**src/rtl/psl_pkg.sv**
```systemverilog
package psl_pkg;

  typedef enum logic [1:0] {
    SENSE_OFF  = 2'b00,
    SENSE_RSVD = 2'b01,
    SENSE_HIGH = 2'b10,
    SENSE_LOW  = 2'b11
  } sense_mode_e;

  localparam logic SEL_CFG   = 1'b0;
  localparam logic SEL_LATCH = 1'b1;

  localparam int unsigned SENSE_BITS = 2;

endpackage

```
**src/rtl/psl_sync.sv**
```systemverilog
module psl_sync #(
  parameter int unsigned WIDTH  = 8,
  parameter int unsigned STAGES = 2
) (
  input  logic             clk_i,
  input  logic             rst_i,
  input  logic [WIDTH-1:0] async_i,
  output logic [WIDTH-1:0] sync_o
);

  logic [WIDTH-1:0] stage_q [STAGES];

  always_ff @(posedge clk_i) begin
    if (rst_i) begin
      for (int s = 0; s < STAGES; s++) stage_q[s] <= '0;
    end else begin
      stage_q[0] <= async_i;
      for (int s = 1; s < STAGES; s++) stage_q[s] <= stage_q[s-1];
    end
  end

  assign sync_o = stage_q[STAGES-1];

endmodule

```
**src/rtl/psl_sense_eval.sv**
```systemverilog
module psl_sense_eval
  import psl_pkg::*;
#(
  parameter int unsigned NUM_PINS = 8,
  localparam int unsigned CFG_W   = NUM_PINS * SENSE_BITS
) (
  input  logic [CFG_W-1:0]    cfg_i,
  input  logic [NUM_PINS-1:0] level_i,
  output logic [NUM_PINS-1:0] hit_o
);

  for (genvar g = 0; g < NUM_PINS; g++) begin : g_pin
    sense_mode_e mode;
    assign mode = sense_mode_e'(cfg_i[g*SENSE_BITS +: SENSE_BITS]);

    always_comb begin
      unique case (mode)
        SENSE_HIGH: hit_o[g] = level_i[g];
        SENSE_LOW:  hit_o[g] = ~level_i[g];
        default:    hit_o[g] = 1'b0;
      endcase
    end
  end

endmodule

```
**src/rtl/psl_latch_bank.sv**
```systemverilog
module psl_latch_bank #(
  parameter int unsigned NUM_PINS = 8
) (
  input  logic                clk_i,
  input  logic                rst_i,
  input  logic [NUM_PINS-1:0] set_i,
  input  logic [NUM_PINS-1:0] clr_i,
  output logic [NUM_PINS-1:0] latch_o
);

  logic [NUM_PINS-1:0] latch_q;

  // a set in the same cycle as a clear overrides it
  always_ff @(posedge clk_i) begin
    if (rst_i) latch_q <= '0;
    else       latch_q <= (latch_q & ~clr_i) | set_i;
  end

  assign latch_o = latch_q;

  AST_STICKY_BITS: assert property (@(posedge clk_i) disable iff (rst_i)
    1'b1 |=> (($past(latch_q) & ~$past(clr_i) & ~latch_q) == '0));

  AST_CLEAR_TAKES: assert property (@(posedge clk_i) disable iff (rst_i)
    1'b1 |=> (($past(clr_i & ~set_i) & latch_q) == '0));

  AST_SET_LANDS: assert property (@(posedge clk_i) disable iff (rst_i)
    1'b1 |=> (($past(set_i) & ~latch_q) == '0));

endmodule

```
**src/rtl/pin_sense_latch.sv**
```systemverilog
module pin_sense_latch
  import psl_pkg::*;
#(
  parameter int unsigned NUM_PINS    = 8,
  parameter int unsigned DATA_W      = 32,
  parameter int unsigned SYNC_STAGES = 2
) (
  input  logic                clk_i,
  input  logic                rst_i,
  input  logic [NUM_PINS-1:0] pins_i,
  input  logic                reg_sel_i,
  input  logic                reg_we_i,
  input  logic [DATA_W-1:0]   reg_wdata_i,
  output logic [DATA_W-1:0]   reg_rdata_o,
  output logic                detect_o
);

  localparam int unsigned CFG_W = NUM_PINS * SENSE_BITS;

  if (CFG_W > DATA_W) begin : g_bad_width
    $error("sense configuration does not fit the data width");
  end

  logic [CFG_W-1:0]    cfg_q;
  logic [NUM_PINS-1:0] level_sync;
  logic [NUM_PINS-1:0] hit;
  logic [NUM_PINS-1:0] clr;
  logic [NUM_PINS-1:0] latch;
  logic [NUM_PINS-1:0] off_mask;
  logic [DATA_W-1:0]   rd_next;
  logic                detect_q;
  logic [DATA_W-1:0]   rdata_q;

  psl_sync #(.WIDTH(NUM_PINS), .STAGES(SYNC_STAGES)) u_sync (
    .clk_i   (clk_i),
    .rst_i   (rst_i),
    .async_i (pins_i),
    .sync_o  (level_sync)
  );

  psl_sense_eval #(.NUM_PINS(NUM_PINS)) u_eval (
    .cfg_i   (cfg_q),
    .level_i (level_sync),
    .hit_o   (hit)
  );

  assign clr = (reg_we_i && reg_sel_i == SEL_LATCH) ? reg_wdata_i[NUM_PINS-1:0] : '0;

  psl_latch_bank #(.NUM_PINS(NUM_PINS)) u_latch (
    .clk_i   (clk_i),
    .rst_i   (rst_i),
    .set_i   (hit),
    .clr_i   (clr),
    .latch_o (latch)
  );

  always_ff @(posedge clk_i) begin
    if (rst_i)                                  cfg_q <= '0;
    else if (reg_we_i && reg_sel_i == SEL_CFG) cfg_q <= reg_wdata_i[CFG_W-1:0];
  end

  always_comb begin
    rd_next = '0;
    if (reg_sel_i == SEL_LATCH) rd_next[NUM_PINS-1:0] = latch;
    else                        rd_next[CFG_W-1:0]    = cfg_q;
  end

  always_ff @(posedge clk_i) begin
    if (rst_i) begin
      rdata_q  <= '0;
      detect_q <= 1'b0;
    end else begin
      rdata_q  <= rd_next;
      detect_q <= |latch;
    end
  end

  assign reg_rdata_o = rdata_q;
  assign detect_o    = detect_q;

  if (CFG_W < DATA_W) begin : g_spare
    logic unused_wdata;
    assign unused_wdata = ^reg_wdata_i[DATA_W-1:CFG_W];
  end

  // pins whose field has the upper bit clear are off or reserved
  for (genvar g = 0; g < NUM_PINS; g++) begin : g_off
    assign off_mask[g] = ~cfg_q[g*SENSE_BITS + 1];
  end

  AST_DETECT_FOLLOWS: assert property (@(posedge clk_i) disable iff (rst_i)
    1'b1 |=> (detect_o == $past(|latch)));

  AST_OFF_NEVER_SETS: assert property (@(posedge clk_i) disable iff (rst_i)
    1'b1 |=> ((latch & ~$past(latch) & $past(off_mask)) == '0));

  AST_RESET_CLEAN: assert property (@(posedge clk_i)
    $past(rst_i) |-> (latch == '0 && cfg_q == '0 && !detect_o && reg_rdata_o == '0));

endmodule

```
**config.mk**
```make
export PLATFORM = sky130hd
export DESIGN_NAME = pin_sense_latch
export DESIGN_NICKNAME = d
export VERILOG_FILES = /design/src/rtl/psl_pkg.sv /design/src/rtl/psl_sync.sv /design/src/rtl/psl_sense_eval.sv /design/src/rtl/psl_latch_bank.sv /design/src/rtl/pin_sense_latch.sv
export SDC_FILE = /design/constraint.sdc
export NUM_CORES = 1
export LEC_CHECK = 0
export BUFFER_PORTS_ARGS = -buffer_cell sky130_fd_sc_hd__buf_2
export CORE_MARGIN = 5
export CORE_UTILIZATION = 52
export DETAILED_ROUTE_END_ITERATION = 8
export PLACE_DENSITY = 0.82
export REMOVE_ABC_BUFFERS = 1
export SLEW_MARGIN = 25
export SYNTH_ARGS = -nofsm -noshare
export SYNTH_HDL_FRONTEND = slang
export SYNTH_SLANG_ARGS = --single-unit
```
**constraint.sdc**
```tcl
create_clock -name clk_i -period 1.72 [get_ports clk_i]
set_input_delay 0.172 -clock clk_i [delete_from_list [all_inputs] [get_ports clk_i]]
set_output_delay 0.172 -clock clk_i [all_outputs]
set_load 0.02 [all_outputs]
```
==> run summary <==
Post-Syn Instances - 212
Required @ worst endpoint - 1550 ps
R2R depth - 2
Hold Path Class - input pin to flop
Distinct cells, synth - 23
Root buf cell - clkbuf_8
VDD IR-drop max - 0.596 mV
Area delta synth->final - 16.1%
Gr ovfl total - 0
Postcts setup bufs - 0
Final Net Count - 301
Tot Pwr - 2880 uW
GRT met3 Usage - 4.32%
Mapped Avg Cell Area - 10.1 sq um
Global-route wire length before repair - 6130 um
Core area - 0.00400 sq mm
First-pass iteration count of the detailed router - 4
Vias per Instance - 4.67
Seq/Total Area, Yosys - 53.3%
Reg-to-Reg Start - u_latch.latch_o[6]
Leak Pwr - 0.00113 uW
Maxcap violations - 0
WP data arrival - 790 ps
Pwr/cell area - 1160 mW/mm^2
Outcome - completed
Fmax - 1030 MHz
Minimum period implied by the final worst setup slack - 966 ps
Worst hold start - pins_i[5]
Vias - 1456
Final Cycle Share - 56.2%
Starting Density - 53.6%
Skew final - 3.00 ps
Post-layout util - 62.2%
Die Span X - 74.2 um
Io pins - 77
WHS Endpoint - u_sync.stage_q[0][5]
Grt met1 use - 19.3%
# DRC - 0
Core Rows - 23
Total Routing Usage GR - 15.3%
WL/cell - 12.3 um
Largest stage delay, worst path - 310 ps
Critical Path, Cell by Cell - buf_2
Setup crit end kind - output port
# port buffers - 44
Critical path class - flop to output port
Post-CTS Hold Buffers - 0
Synth area leaders - dfxtp_1 (53%), buf_4 (6.0%), nor2b_1 (4.7%)
CTS sink cnt - 57
Largest net degree at the start of global routing - 31
Die area - 0.00550 sq mm
# resized after CTS - 0
Pins Over Slew Limit - 0
CTS tree - done
FF-to-FF End - detect_o
Commonest cells after routing, fill and taps aside - dfxtp_1 (57), buf_2 (44), nand2_1 (22)
Layer with the highest usage - met2
Gpl congestion - 0.716
RSZ-0062 raised after global routing - false
Mapped Area - 0.00214 sq mm
CTS clk-pin slew, worst paths - 60 ps
Crit path max-delay family - flip-flops
Finish-stage setup viols - 0
Yosys top cell area share - 53.3%
Worst path slowest cell - dfxtp_1
Vias in the first global route - 1367
Post-DP HPWL - 2540 um
Hold Crit Depth - 2
Chip height - 74.2 um
Worst Setup SP - reg_rdata_o[9]
Post-synth top area cell - dfxtp_1
Layout cells sized above 1 - 31.7%
Final Routed Wirelength - 3840 um
Skew-Pair Late Insertion Delay - 330 ps
Routed Antenna Nets - 0
Flip-flop and latch count after synthesis - 57
Clock buffer count from CTS - 9
Antenna violations before repair - 0
Worst setup SP type - flop
Clock Path Buffers - 2
GRT met2 Usage - 22.8%
# diodes - 0
H-Tree Depth - 3
Starting DRT DRC Count - 64
Number of synthesis warnings - 0
Most common cell after layout, fill and taps aside - dfxtp_1
TNS Setup - 0 ps
Hold Vio Cnt, Final - 0
Worst-path maximum fanout - 1
Crit path buffers/inverters - 1
R2R setup slack - 840 ps
-- where the power goes --
group / internal [uW] / leakage (uW) / total (uW) / switching [uW]
registers: 1370 / 0.000465 / 1390 / 23.7
clock network: 786 / 0.000107 / 1270 / 482
logic: 80.3 / 0.000561 / 216 / 136
total: 2230 / 0.00113 / 2880 / 641
-- registers in the layout, indices dropped and copies added (netlist names) --
signal / count
detect_o: 1
u_latch.latch_o: 8
reg_rdata_o: 16
cfg_q: 16
u_sync.stage_q: 16
-- metal layers --
layer / vias to the layer above / part of all wire [%]
met5: - / 0
met4: 0 / 2.3
met3: 8 / 8.6
met2: 51 / 45
met1: 655 / 44
li1: 742 / -
-- cell type report --
class | count | area [sq um]
clock buffer | 14 | 173
clock inverter | 2 | 35.0
fill | 340 | 1510
multi-input combinational | 142 | 832
sequential | 57 | 1140
tap | 50 | 62.6
timing repair buffer | 47 | 243
-- synth_stat cells --
cell type  instances
a21oi_1            7
a21oi_2           10
a22oi_1            8
and2_1             8
buf_1              2
buf_12             1
buf_2              1
buf_4             17
buf_6              5
clkbuf_1           1
clkbuf_2           1
conb_1             1
dfxtp_1           57
mux2i_1            8
nand2_1           22
nand2_2           10
nand2b_4           1
nand3_1            8
nor2_1            17
nor2b_1           16
nor2b_4            1
nor4_1             2
xor2_1             8
-- worst max path at each step --
stage	endpoint	slack, ps	depth (start not counted)
CTS	reg_rdata_o[7]	730	1
floorplan	detect_o	960	2
finish	reg_rdata_o[9]	750	1
global route	reg_rdata_o[0]	720	1
detailed placement	cfg_q[2]	430	4
global placement	cfg_q[3]	470	4
-- per-stage QoR --
stage               instances  area [sq um]  worst slack (ps)  hold slack [ps]
global placement          296          2280               472              378
floorplan                 199          1970               963              234
detailed placement        296          2280               427              384
finish                    312          2490               754             50.1
CTS                       312          2490               730             38.1
global route              312          2490               717             41.3
-- logic make-up (layout without fill, tap and decap cells) --
group	after synthesis	count (layout)	share of synthesized area [%]
simple gates	85	85	20.5
buf+inv	28	63	10.5
mux	8	8	3.74
flops	57	57	53.3
other cells	1	16	0.175
compound gates	25	25	8.53
xor+xnor	8	8	3.27
No activity file was read; power rests on OpenSTA's default activity.
